## src/rtl/sar_seq_pkg.sv

```systemverilog
package sar_seq_pkg;

    typedef enum logic [2:0] {
        ST_IDLE,
        ST_DISCHARGE,
        ST_OFFSET,
        ST_SAMPLE,
        ST_TRIAL,
        ST_DONE
    } seq_state_t;

endpackage

```

## src/rtl/sar_phase_timer.sv

```systemverilog
// Loadable down-counter that times one analog phase; a zero length acts as one clock.
module sar_phase_timer #(
    parameter int CNT_W = 8
) (
    input  logic             clk,
    input  logic             rst_n,
    input  logic             load_i,
    input  logic [CNT_W-1:0] len_i,
    output logic             expire_o
);
    localparam logic [CNT_W-1:0] ONE = {{(CNT_W-1){1'b0}}, 1'b1};

    logic [CNT_W-1:0] cnt_q;

    always_ff @(posedge clk or negedge rst_n) begin
        if (!rst_n) begin
            cnt_q <= '0;
        end else if (load_i) begin
            cnt_q <= (len_i == '0) ? '0 : (len_i - ONE);
        end else if (cnt_q != '0) begin
            cnt_q <= cnt_q - ONE;
        end
    end

    assign expire_o = (cnt_q == '0);

endmodule

```

## src/rtl/sar_approx_reg.sv

```systemverilog
// Trial/decision register: walks a one-hot trial mask from MSB to LSB.
module sar_approx_reg #(
    parameter int RES_BITS = 9
) (
    input  logic                clk,
    input  logic                rst_n,
    input  logic                clear_i,
    input  logic                init_i,
    input  logic                step_i,
    input  logic                cmp_i,
    output logic [RES_BITS-1:0] code_o,
    output logic [RES_BITS-1:0] resolved_o,
    output logic                last_o
);
    localparam logic [RES_BITS-1:0] MSB_ONE = {1'b1, {(RES_BITS-1){1'b0}}};

    logic [RES_BITS-1:0] code_q;
    logic [RES_BITS-1:0] mask_q;
    logic [RES_BITS-1:0] code_d;

    // Per bit: drop the trial bit on a low decision, then raise the next trial bit.
    for (genvar i = 0; i < RES_BITS; i++) begin : g_bit
        logic kept;
        assign kept = cmp_i ? code_q[i] : (code_q[i] & ~mask_q[i]);
        if (i == RES_BITS - 1) begin : g_top
            assign code_d[i] = kept;
        end else begin : g_low
            assign code_d[i] = kept | mask_q[i+1];
        end
    end

    always_ff @(posedge clk or negedge rst_n) begin
        if (!rst_n) begin
            code_q <= '0;
            mask_q <= '0;
        end else if (clear_i) begin
            code_q <= '0;
            mask_q <= '0;
        end else if (init_i) begin
            code_q <= MSB_ONE;
            mask_q <= MSB_ONE;
        end else if (step_i) begin
            code_q <= code_d;
            mask_q <= mask_q >> 1;
        end
    end

    assign code_o     = code_q;
    assign resolved_o = code_d;
    assign last_o     = mask_q[0];

endmodule

```

## src/rtl/sar_seq_ctrl.sv

```systemverilog
module sar_seq_ctrl
    import sar_seq_pkg::*;
#(
    parameter int RES_BITS = 9,
    parameter int CNT_W    = 8
) (
    input  logic                clk,
    input  logic                rst_n,
    input  logic                start_i,
    input  logic [CNT_W-1:0]    dis_len_i,
    input  logic [CNT_W-1:0]    oos_len_i,
    input  logic [CNT_W-1:0]    smp_len_i,
    input  logic                cmp_i,
    output logic                discharge_o,
    output logic                offset_o,
    output logic                sample_o,
    output logic [RES_BITS-1:0] dac_code_o,
    output logic                busy_o,
    output logic                done_o,
    output logic [RES_BITS-1:0] result_o
);
    localparam logic [RES_BITS-1:0] MID_CODE = {1'b1, {(RES_BITS-1){1'b0}}};

    seq_state_t state_q, state_d;

    logic             tmr_load;
    logic [CNT_W-1:0] tmr_len;
    logic             tmr_expire;
    logic             sar_clear, sar_init, sar_step, sar_last;
    logic [RES_BITS-1:0] sar_code, sar_resolved;
    logic [RES_BITS-1:0] result_q;

    sar_phase_timer #(.CNT_W(CNT_W)) u_timer (
        .clk      (clk),
        .rst_n    (rst_n),
        .load_i   (tmr_load),
        .len_i    (tmr_len),
        .expire_o (tmr_expire)
    );

    sar_approx_reg #(.RES_BITS(RES_BITS)) u_approx (
        .clk        (clk),
        .rst_n      (rst_n),
        .clear_i    (sar_clear),
        .init_i     (sar_init),
        .step_i     (sar_step),
        .cmp_i      (cmp_i),
        .code_o     (sar_code),
        .resolved_o (sar_resolved),
        .last_o     (sar_last)
    );

    // State register
    always_ff @(posedge clk or negedge rst_n) begin
        if (!rst_n) state_q <= ST_IDLE;
        else        state_q <= state_d;
    end

    // Next state
    always_comb begin
        state_d = state_q;
        unique case (state_q)
            ST_IDLE:      if (start_i)    state_d = ST_DISCHARGE;
            ST_DISCHARGE: if (tmr_expire) state_d = ST_OFFSET;
            ST_OFFSET:    if (tmr_expire) state_d = ST_SAMPLE;
            ST_SAMPLE:    if (tmr_expire) state_d = ST_TRIAL;
            ST_TRIAL:     if (sar_last)   state_d = ST_DONE;
            ST_DONE:                      state_d = ST_IDLE;
            default:                      state_d = ST_IDLE;
        endcase
    end

    // Outputs and datapath controls
    always_comb begin
        discharge_o = 1'b0;
        offset_o    = 1'b0;
        sample_o    = 1'b0;
        done_o      = 1'b0;
        tmr_load    = 1'b0;
        tmr_len     = dis_len_i;
        sar_clear   = 1'b0;
        sar_init    = 1'b0;
        sar_step    = 1'b0;
        unique case (state_q)
            ST_IDLE: begin
                tmr_load  = start_i;
                sar_clear = start_i;
            end
            ST_DISCHARGE: begin
                discharge_o = 1'b1;
                tmr_load    = tmr_expire;
                tmr_len     = oos_len_i;
            end
            ST_OFFSET: begin
                offset_o = 1'b1;
                tmr_load = tmr_expire;
                tmr_len  = smp_len_i;
            end
            ST_SAMPLE: begin
                sample_o = 1'b1;
                sar_init = tmr_expire;
            end
            ST_TRIAL: begin
                sar_step = 1'b1;
            end
            ST_DONE: begin
                done_o = 1'b1;
            end
            default: ;
        endcase
    end

    // Result register: loaded with the final decision on the last trial
    always_ff @(posedge clk or negedge rst_n) begin
        if (!rst_n)                              result_q <= '0;
        else if (state_q == ST_TRIAL && sar_last) result_q <= sar_resolved;
    end

    assign busy_o     = (state_q != ST_IDLE);
    assign dac_code_o = sar_code;
    assign result_o   = result_q;

    // offset storage only ever opens straight out of discharge
    a_r3_offset_after_discharge: assert property (@(posedge clk) disable iff (!rst_n)
        $rose(offset_o) |-> $past(discharge_o));

    // sampling only ever opens straight out of offset storage
    a_r4_sample_after_offset: assert property (@(posedge clk) disable iff (!rst_n)
        $rose(sample_o) |-> $past(offset_o));

    // the first trial presents the midscale code
    a_r5_first_trial_mid: assert property (@(posedge clk) disable iff (!rst_n)
        $fell(sample_o) |-> (dac_code_o == MID_CODE));

    // done is a single-clock pulse
    a_r6_done_single: assert property (@(posedge clk) disable iff (!rst_n)
        done_o |=> !done_o);

    // the result moves only together with done
    a_r7_result_held: assert property (@(posedge clk) disable iff (!rst_n)
        !done_o |-> $stable(result_o));

    // once past discharge, no new discharge inside the same busy span
    a_r9_no_restart: assert property (@(posedge clk) disable iff (!rst_n)
        (busy_o && !discharge_o) |=> !discharge_o);

endmodule

```

## config.mk

```make
export PLATFORM = sky130hd
export DESIGN_NAME = sar_seq_ctrl
export DESIGN_NICKNAME = d
export VERILOG_FILES = /design/src/rtl/sar_seq_pkg.sv /design/src/rtl/sar_phase_timer.sv /design/src/rtl/sar_approx_reg.sv /design/src/rtl/sar_seq_ctrl.sv
export SDC_FILE = /design/constraint.sdc
export NUM_CORES = 1
export LEC_CHECK = 0
export BUFFER_PORTS_ARGS = -buffer_cell sky130_fd_sc_hd__buf_2
export CORE_MARGIN = 2
export CORE_UTILIZATION = 25
export CTS_CLUSTER_DIAMETER = 60
export DETAILED_ROUTE_END_ITERATION = 10
export MAX_ROUTING_LAYER = met4
export PLACE_DENSITY = 0.48
export SYNTH_ARGS = -nofsm -noshare
export SYNTH_HDL_FRONTEND = slang
export SYNTH_HIERARCHICAL = 1
export SYNTH_SLANG_ARGS = --single-unit
```

## constraint.sdc

```tcl
create_clock -name clk -period 2.8 [get_ports clk]
set_input_delay 0.14 -clock clk [delete_from_list [all_inputs] [get_ports clk]]
set_output_delay 0.14 -clock clk [all_outputs]
set_load 0.02 [all_outputs]
```

==> impl_metrics.ini, run 1 <==
[status]
status = finished clean

[synthesis]
yosys_warnings = 6
syn_nets = 257
syn_area_um2 = 2321
synth_edf_count = 0
yosysUniqueCellTypes = 48
seq_area_frac_synth_pct = 40.97
netlist_instances = 226
syn_area_per_cell_um2 = 10.27
async_flop_share_pct = 100.0
ys_ff_latch = 38
synthFlopType = dfrtp_1

[setup_path]
cp-end-kind = register
cp.required_ns = 2.98
r2r_cells = 7
cp_max_fo = 10
critPathMaxStageDelay_ns = 0.59
crit_type = register to register
start_kind = register
reg2reg_setup_slack_ns = 0.19
path_buf_inv = 0
startpoint = state_q[1]$_DFFE_PN0P_
cp_slowest_cell = or4_4
crit-reg2reg-capture = u_timer/cnt_q[7]$_DFFE_PN0P_
arrival_ns = 2.78
worst-path-stages = 7
critical-path-top-delay-family = simple AND/OR/NAND/NOR gates
path_cells = and2b_1, o21bai_4, o2bb2ai_1, or4_4, nor4_2, mux2_1, a22o_1
rr_startpoint = state_q[1]$_DFFE_PN0P_

[run]
max_cap_viol_count = 0

[detailed_routing]
via_count = 1868
ant_nets = 0
route.detailed.drc = 0
drtIter0Drc = 69
vias_per_cell = 4.765
post_drt_wl_per_cell_um = 13.93
wirelength_mm = 5.461
firstDrtPassIters = 5

[timing]
clock_skew_ns = 0.009973
fin_tns_setup_ns = 0
holdWs_ns = 0.2608
layout_min_cycle_time_ns = 2.605
tightest_slew_ns = 0.8692
finalHoldViolations = 0
rsz0062_at_grt = no
finalSetupViolations = 0
fmax_mhz = 383.8
slew_viol_final = 0
fin_ws_ns = 0.1947
finalCritPeriodShare_pct = 93.05
slew_headroom_pct = 42.05

[layout]
final_area_um2 = 2838
area_growth_pct = 22.26
antennaDiodeCount = 0
fill_cells = 964
num-nets-final = 311
drive_gt1_share_pct = 31.67

[pwr]
vdd_drop_max_v = 0.0002441
totalPowerFinal_mw = 2.730
power_density_nw_per_um2 = 962.1
p_leak_nw = 1.310

[placed_design]
placed_cell_area_um2 = 2690
gp_congestion = 0.7694
port_buffers = 50
dp_hpwl_mm = 3.891
dpl_worst_slack_ns = 0.2113

[hold_path]
hold_depth = 3
holdPathEnd = u_approx/mask_q[8]$_DFFE_PN0P_
min_path_type = input port to register
hold_start = start_i

[clock_network]
clkSinkCount = 38
cts-htree-levels = 2
cts_tree = yes
path_clk_slew_ns = 0.08
root_buffer = clkbuf_8
cts_max_path_buffers = 2
ctsResizeCount = 0
clock_latency_ns = 0.29
cts-buffers-inserted = 5

[die]
coreArea_um2 = 9109
rows = 35
io_pins = 51
initial_core_util_pct = 25.48
die-area_um2 = 10070
die_x_um = 100.4
fp.dieH_um = 100.4

[global_routing]
grt_pass1_vias = 1888
grt-ovfl-total = 0
grt_start_max_net_pins = 39
grt_pass1_wl_mm = 9.080
grt_use_total_pct = 11.60
antenna_found_initial = 0
-- cell type report --
cell class | instances | area (um^2) | area share, %
Multi-Input combinational cell | 164 | 1234 | 43.47
Sequential cell | 38 | 950.9 | 33.51
Timing Repair Buffer | 62 | 342.8 | 12.08
Tap cell | 111 | 138.9 | 4.894
Clock buffer | 5 | 68.82 | 2.425
Clock inverter | 3 | 68.82 | 2.425
Inverter | 9 | 33.78 | 1.190
-- cell families after synthesis --
group | after synthesis | synth area share (%)
muxes | 13 | 7.601
and+or+nand+nor | 70 | 17.41
xor gates and xnor gates | 10 | 3.773
buffers and inverters | 24 | 6.468
adders and majority gates | 3 | 1.617
DFF | 38 | 40.97
AOI/OAI and AO/OA | 68 | 22.16
-- worst min-delay path, cell delays in order --
cell	delay [ns]
buf_2	0.11
nor4b_1	0.16
nor2_1	0.10
-- cells in the final DEF, fill, tap and decap left out, types with 3 or more instances in the layout --
cell,instances
or3_1,3
mux2_4,9
buf_2,50
inv_1,8
dfrtp_1,38
buf_4,11
nor3_1,3
a21o_1,8
a22oi_1,8
a311oi_1,6
nor3b_1,5
nor2_1,7
nand2b_1,12
xnor2_1,10
clkbuf_8,5
ha_1,3
nand2_1,20
o2bb2ai_1,8
o22ai_1,4
mux2i_1,3
a21oi_1,23
-- synth_stat cells, drive strengths merged (3+ instances only) --
| cell | count | share of area (%) |
|---|---|---|
| nor3 | 3 | 0.65 |
| a22oi | 8 | 2.6 |
| a21o | 8 | 2.6 |
| buf | 12 | 4.5 |
| dfrtp | 38 | 41 |
| nand2b | 12 | 3.2 |
| inv | 8 | 1.3 |
| o2bb2ai | 8 | 3.0 |
| nand2 | 20 | 3.2 |
| nor2 | 9 | 1.7 |
| or2 | 4 | 1.1 |
| mux2 | 10 | 6.3 |
| clkbuf | 3 | 0.49 |
| or3 | 3 | 0.81 |
| ha | 3 | 1.6 |
| mux2i | 3 | 1.3 |
| a311oi | 8 | 3.6 |
| nor3b | 6 | 1.9 |
| xnor2 | 10 | 3.8 |
| o22ai | 4 | 1.1 |
| a21oi | 23 | 5.0 |
-- per-layer routing --
layer | wire length [um] | track usage, %
met1 | 2620 | 14.48
met5 | 0 | -
met3 | 145 | 2.786
met2 | 2660 | 19.15
met4 | 34 | 2.529
-- report_power, final --
part / internal, mW / leakage, nW / switching, mW
clock network: 0.357 / 0.0683 / 0.208
logic: 0.594 / 0.737 / 0.726
registers: 0.696 / 0.505 / 0.149
total: 1.65 / 1.31 / 1.08
-- per-stage QoR --
| stage | utilization [%] | std cells |
|---|---|---|
| 2_1_floorplan | - | 226 |
| 3_3_place_gp | 29.53 | 383 |
| 3_5_place_dp | 29.53 | 383 |
| 4_1_cts | 31.15 | 392 |
| 5_1_grt | 31.15 | 392 |
| 6_report | 31.15 | 392 |
-- registers in the layout (all words and copies together) (netlist names) --
name,count
u_timer/cnt_q,8
u_approx/code_o,9
state_q,3
result_o,9
u_approx/mask_q,9
-- worst max path at each step --
stage | slack, ns | end
2_1_floorplan | 0.34 | u_timer/cnt_q[7]$_DFFE_PN0P_
6_report | 0.19 | u_timer/cnt_q[7]$_DFFE_PN0P_
5_1_grt | 0.04 | u_timer/cnt_q[7]$_DFFE_PN0P_
3_5_place_dp | 0.21 | u_timer/cnt_q[7]$_DFFE_PN0P_
4_1_cts | 0.18 | u_timer/cnt_q[7]$_DFFE_PN0P_
3_3_place_gp | 0.27 | u_timer/cnt_q[7]$_DFFE_PN0P_
-- repair_timing --
action,4_1_cts,5_1_grt
endpoints found under the setup margin,0,0
hold buffers,1,0
hold endpoints to repair,17,0
setup buffers,0,0
Note: power is estimated with default switching activity, not from simulation.
==> inputs of run 2 (changes only) <==
- CORE_MARGIN: 2 -> not set
==> run 2 against run 1 <==
Net effect: the run now ends with hold timing left; final area down 1.5%; die area is 3.9% lower; sequential power about the same; worst setup slack gained 0.041 ns; non-clock buffer count fell by 2; fmax rose by 1.6%; critical path depth stayed put; count of clock-buffer cells in the layout unchanged; critical path type unchanged.
==> impl_metrics.ini, run 2 (synthesis results as in run 1) <==
[status]
status = finished, violations left
violations = hold timing

[timing]
finalSetupViolations = 0
fin_tns_setup_ns = 0
fin_ws_ns = 0.2360
clock_skew_ns = 0.007506
layout_min_cycle_time_ns = 2.564
finalHoldViolations = 38
fmax_mhz = 390.0
rsz0062_at_grt = no
slew_viol_final = 0
slew_headroom_pct = 40.12
tightest_slew_ns = 0.8982
holdWs_ns = -0.02124
finalCritPeriodShare_pct = 91.57

[pwr]
p_comb_share_pct = 50.0
power_density_nw_per_um2 = 943.5
p_switching_mw = 1.084
internal_power_mw = 1.554
clockPowerShare_pct = 18.0
seqPwrFrac_pct = 32.0
p_leak_nw = 1.283
switching_share_pct = 41.09
vdd_drop_max_v = 0.0002407

[clock_network]
postCtsHoldBufs = 0
cts-htree-levels = 2
root_buffer = clkbuf_8
cts-buffers-inserted = 5
clock_latency_ns = 0.29
cts_tree = yes
cts_max_path_buffers = 2
path_clk_slew_ns = 0.08
clkSinkCount = 38

[die]
io_pins = 51
rows = 34
fp.dieH_um = 98.36
initial_core_util_pct = 26.23
coreArea_um2 = 8848
die_x_um = 98.36
die-area_um2 = 9674

[setup_path]
crit_type = register to register
cp-end-kind = register
start_kind = register
cp.required_ns = 2.98
arrival_ns = 2.74
cp_max_fo = 10
reg2reg_setup_slack_ns = 0.24

[detailed_routing]
ant_nets = 0
wirelength_mm = 5.483
vias_per_cell = 4.832
post_drt_wl_per_cell_um = 14.17
via_count = 1870
drtIter0Drc = 68
firstDrtPassIters = 4
route.detailed.drc = 0

[placed_design]
gp_congestion = 0.7357
dpl_worst_slack_ns = 0.2410
port_buffers = 50
dp_hpwl_mm = 4.007
dpl.cell_count = 379

[global_routing]
antenna_found_initial = 0
grt_start_max_net_pins = 39
grt_use_total_pct = 12.50
grt_pass1_vias = 2011
use_met2_pct = 22.32
globalRoute.busiestLayer = met2
grt-ovfl-total = 0
use_met1_pct = 14.51
gr-usage-met3_pct = 2.434
grt_pass1_wl_mm = 9.377

[layout]
num-nets-final = 309
drive_gt1_share_pct = 31.90
area_growth_pct = 20.49
final_common_cell = buf_2
final_cells = 387
layout_common_cells = buf_2, dfrtp_1, a21oi_1
fill_cells = 935
antennaDiodeCount = 0

[hold_path]
min_path_type = input port to async pin

[run]
max_cap_viol_count = 0
[run 2: critical path, cell delays in order (launching register included)]
cell       delay [ns]
dfrtp_1          0.39
and2b_1          0.41
o21bai_4         0.14
o2bb2ai_1        0.18
or4_4            0.59
nor4_2           0.17
mux2_1           0.35
a22o_1           0.22
[run 2: power by group through the flow]
stage / clock network (mW) / logic, mW / registers [mW]
floorplan: 0 / 1.02 / 0.863
global placement: 0 / 1.32 / 0.855
detailed placement: 0 / 1.33 / 0.856
CTS: 0.492 / 1.34 / 0.846
global route: 0.513 / 1.46 / 0.874
finish: 0.476 / 1.32 / 0.844
[run 2: area by class of cell]
type | count | area, um^2 | area share [%]
inverters | 9 | 33.78 | 1.208
repair buffers | 60 | 325.3 | 11.63
multi-input cells | 164 | 1237 | 44.25
clock inverters | 3 | 45.04 | 1.611
well taps | 108 | 135.1 | 4.832
flip-flops and latches | 38 | 950.9 | 34.00
clock buffers | 5 | 68.82 | 2.461
[run 2: what timing repair did]
action	CTS	global route
resized for setup	0	1
buffers inserted	0	0
setup endpoints to repair	0	3
[run 2: worst paths after layout]
kind,endpoint,depth (start not counted),from
max,u_timer/cnt_q[7]$_DFFE_PN0P_,7,state_q[1]$_DFFE_PN0P_
min in group clk,u_approx/mask_q[8]$_DFFE_PN0P_,3,start_i
min,u_approx/code_o[5]$_DFFE_PN0P_,1,rst_n
max reg2reg,u_timer/cnt_q[7]$_DFFE_PN0P_,7,state_q[1]$_DFFE_PN0P_
min reg2reg,result_o[4]$_DFFE_PN0P_,1,result_o[4]$_DFFE_PN0P_
max in group asynchronous,u_approx/code_o[8]$_DFFE_PN0P_,1,rst_n
[run 2: metrics by stage]
stage	power, mW	cell area, um^2	util (%)
2_1_floorplan	1.879	2321	-
6_report	2.639	2796	31.60
3_5_place_dp	2.188	2679	30.27
3_3_place_gp	2.175	2679	30.27
5_1_grt	2.850	2796	31.60
4_1_cts	2.674	2793	31.56
[run 2: metal layers]
layer	vias to the layer above	routed length, um
li1	923	-
met1	929	2552
met5	-	0
met4	0	29
met3	2	108
met2	16	2791
==> inputs of run 3 (changes only) <==
- CTS_BUF_LIST: not set -> sky130_fd_sc_hd__clkbuf_16
- SYNTH_HIERARCHICAL: 1 -> not set
==> run 3 against run 2 <==
Net effect: the run still ends with hold timing left; die area fell by 3.3%; worst setup slack gained 0.19 ns; first-iteration DRC count up 85%; combinational power decreased by 30%; clock power rose by 29%; sequential cell count unchanged; fmax increased by 7.9%; final area fell by 0.63%; power is 13% lower; routed wire length is 9.2% higher; critical path depth unchanged; sequential power down 8.2%; critical endpoint is now u_timer.cnt_q[6]$_DFFE_PN0P_.
==> impl_metrics.ini, run 3 <==
[timing]
rsz0062_at_grt = no
layout_min_cycle_time_ns = 2.377
fmax_mhz = 420.7
slew_headroom_pct = 42.73
finalCritPeriodShare_pct = 84.90
slew_viol_final = 0
finalSetupViolations = 0
fin_tns_setup_ns = 0
holdWs_ns = -0.02289
finalHoldViolations = 38
tightest_slew_ns = 0.8591
clock_skew_ns = 0.002944
fin_ws_ns = 0.4229

[synthesis]
yosysUniqueCellTypes = 44
seq_area_frac_synth_pct = 42.41
synth_top_area_share_pct = 42.41
yosys_warnings = 0
synthFlopType = dfrtp_1
syn_nets = 300
synth_edf_count = 0
synth_area_leaders = dfrtp_1, nand2_1, a21oi_1, nor2_1, xnor2_1
synth.most_common_cell = nand2_1
netlist_instances = 269
syn_area_um2 = 2242
yosysTopAreaCell = dfrtp_1
async_flop_share_pct = 100.0
syn_area_per_cell_um2 = 8.335
synth_common_cells = nand2_1, dfrtp_1, a21oi_1
ys_ff_latch = 38

[setup_path]
critPathMaxStageDelay_ns = 0.62
arrival_ns = 2.51
path_cells = nand2b_2, o32a_1, o211ai_1, ha_1, nand2_1, o31ai_2, o22ai_1
crit_type = register to register
cp.required_ns = 2.93
start_kind = register
cp-end-kind = register
r2r_cells = 7
cp_max_fo = 14
cp_slowest_cell = dfrtp_1

[layout]
area_growth_pct = 23.94
antennaDiodeCount = 0
final_cells = 430
final_common_cell = nand2_1
final_core_util_pct = 31.87
final_area_um2 = 2779
num-nets-final = 353
drive_gt1_share_pct = 22.98
layout_common_cells = nand2_1, buf_2, dfrtp_1

[status]
violations = hold timing
status = finished, violations left

[detailed_routing]
post_drt_wl_per_cell_um = 13.93
via_count = 2098
firstDrtPassIters = 4
drtIter0Drc = 126
wirelength_mm = 5.989
route.detailed.drc = 0
vias_per_cell = 4.879
ant_nets = 0

[die]
die-area_um2 = 9351
rows = 34
fp.dieH_um = 96.70
coreArea_um2 = 8721
die_x_um = 96.70
initial_core_util_pct = 25.71
io_pins = 51

[pwr]
p_leak_nw = 1.197
totalPowerFinal_mw = 2.307
vdd_drop_max_v = 0.0002866
seqPwrFrac_pct = 33.6
switching_share_pct = 37.81
clockPowerShare_pct = 26.6
power_density_nw_per_um2 = 830.1
internal_power_mw = 1.435
p_comb_share_pct = 39.9
p_switching_mw = 0.8722

[global_routing]
grt_use_total_pct = 13.86
grt_pass1_wl_mm = 10.26
grt_pass1_vias = 2019
grt_start_max_net_pins = 39
grt-ovfl-total = 0
antenna_found_initial = 0

[hold_path]
min_path_type = input port to async pin

[clock_network]
cts-buffers-inserted = 5
root_buffer = clkbuf_16
cts_max_path_buffers = 2
path_clk_slew_ns = 0.05
cts-htree-levels = 2
postCtsHoldBufs = 0
cts_tree = yes
postCtsSetupBuffers = 0
ctsResizeCount = 0
clock_latency_ns = 0.27
clkSinkCount = 38

[run]
max_cap_viol_count = 0

[placed_design]
placed_cell_area_um2 = 2620
port_buffers = 50
dpl.cell_count = 423
dpl_worst_slack_ns = 0.4426
dp_hpwl_mm = 4.601
gp_congestion = 0.8476
-- run 3: cell count changes after synthesis, moves of 5 or more --
cell,previous run,this run
a311oi_1,6,0
mux2_4,9,0
o2bb2ai_1,8,0
nor2_1,7,30
a21oi_1,23,35
a22oi_1,8,1
o21ai_0,0,12
a21o_1,8,1
o32a_1,1,6
nand2_1,20,52
-- run 3: final cells by class --
class                           count  area (um^2)
Sequential cell                    38        950.9
Clock buffer                        5        125.1
Multi-Input combinational cell    212         1197
Inverter                            7        26.28
Clock inverter                      2        33.78
Timing Repair Buffer               58        310.3
Tap cell                          108        135.1
Fill cell                         909         5942
-- run 3: worst paths after layout --
| kind | startpoint | endpoint | slack [ns] |
|---|---|---|---|
| max | state_q[1]$_DFFE_PN0P_ | u_timer.cnt_q[6]$_DFFE_PN0P_ | 0.42 |
| min | rst_n | u_timer.cnt_q[3]$_DFFE_PN0P_ | -0.02 |
| max reg2reg | state_q[1]$_DFFE_PN0P_ | u_timer.cnt_q[6]$_DFFE_PN0P_ | 0.42 |
| min reg2reg | result_o[1]$_DFFE_PN0P_ | result_o[1]$_DFFE_PN0P_ | 0.52 |
| max in group asynchronous | rst_n | state_q[1]$_DFFE_PN0P_ | 2.28 |
| min in group clk | start_i | u_approx.mask_q[8]$_DFFE_PN0P_ | 0.20 |
-- run 3: layer usage --
layer	global-route usage [%]	routed length [um]
met2	20.75	2802
met1	19.49	2906
met5	-	0
met3	1.662	199
met4	4.478	81
-- run 3: cells by family after synthesis --
| family | synth area share, % |
|---|---|
| buffers and inverters | 4.185 |
| XOR/XNOR | 4.297 |
| AO/OA/AOI/OAI | 23.16 |
| AND/OR/NAND/NOR | 24.27 |
| adder cells (fa/ha/maj) | 1.674 |
| flip-flops | 42.41 |
-- run 3: critical path, delay by kind of cell (launching register included) --
| kind | cells | cell delay, ns |
|---|---|---|
| AND/OR/NAND/NOR | 2 | 0.28 |
| flip-flops | 1 | 0.62 |
| AO/OA/AOI/OAI | 4 | 1.11 |
| adder cells (fa/ha/maj) | 1 | 0.23 |
-- run 3: power by group through the flow --
stage	Combinational, mW	Clock (mW)	Sequential [mW]
floorplan	0.703	0	0.748
global placement	0.918	0	0.783
detailed placement	0.915	0	0.784
CTS	0.922	0.631	0.775
global route	1.03	0.648	0.797
finish	0.920	0.612	0.775
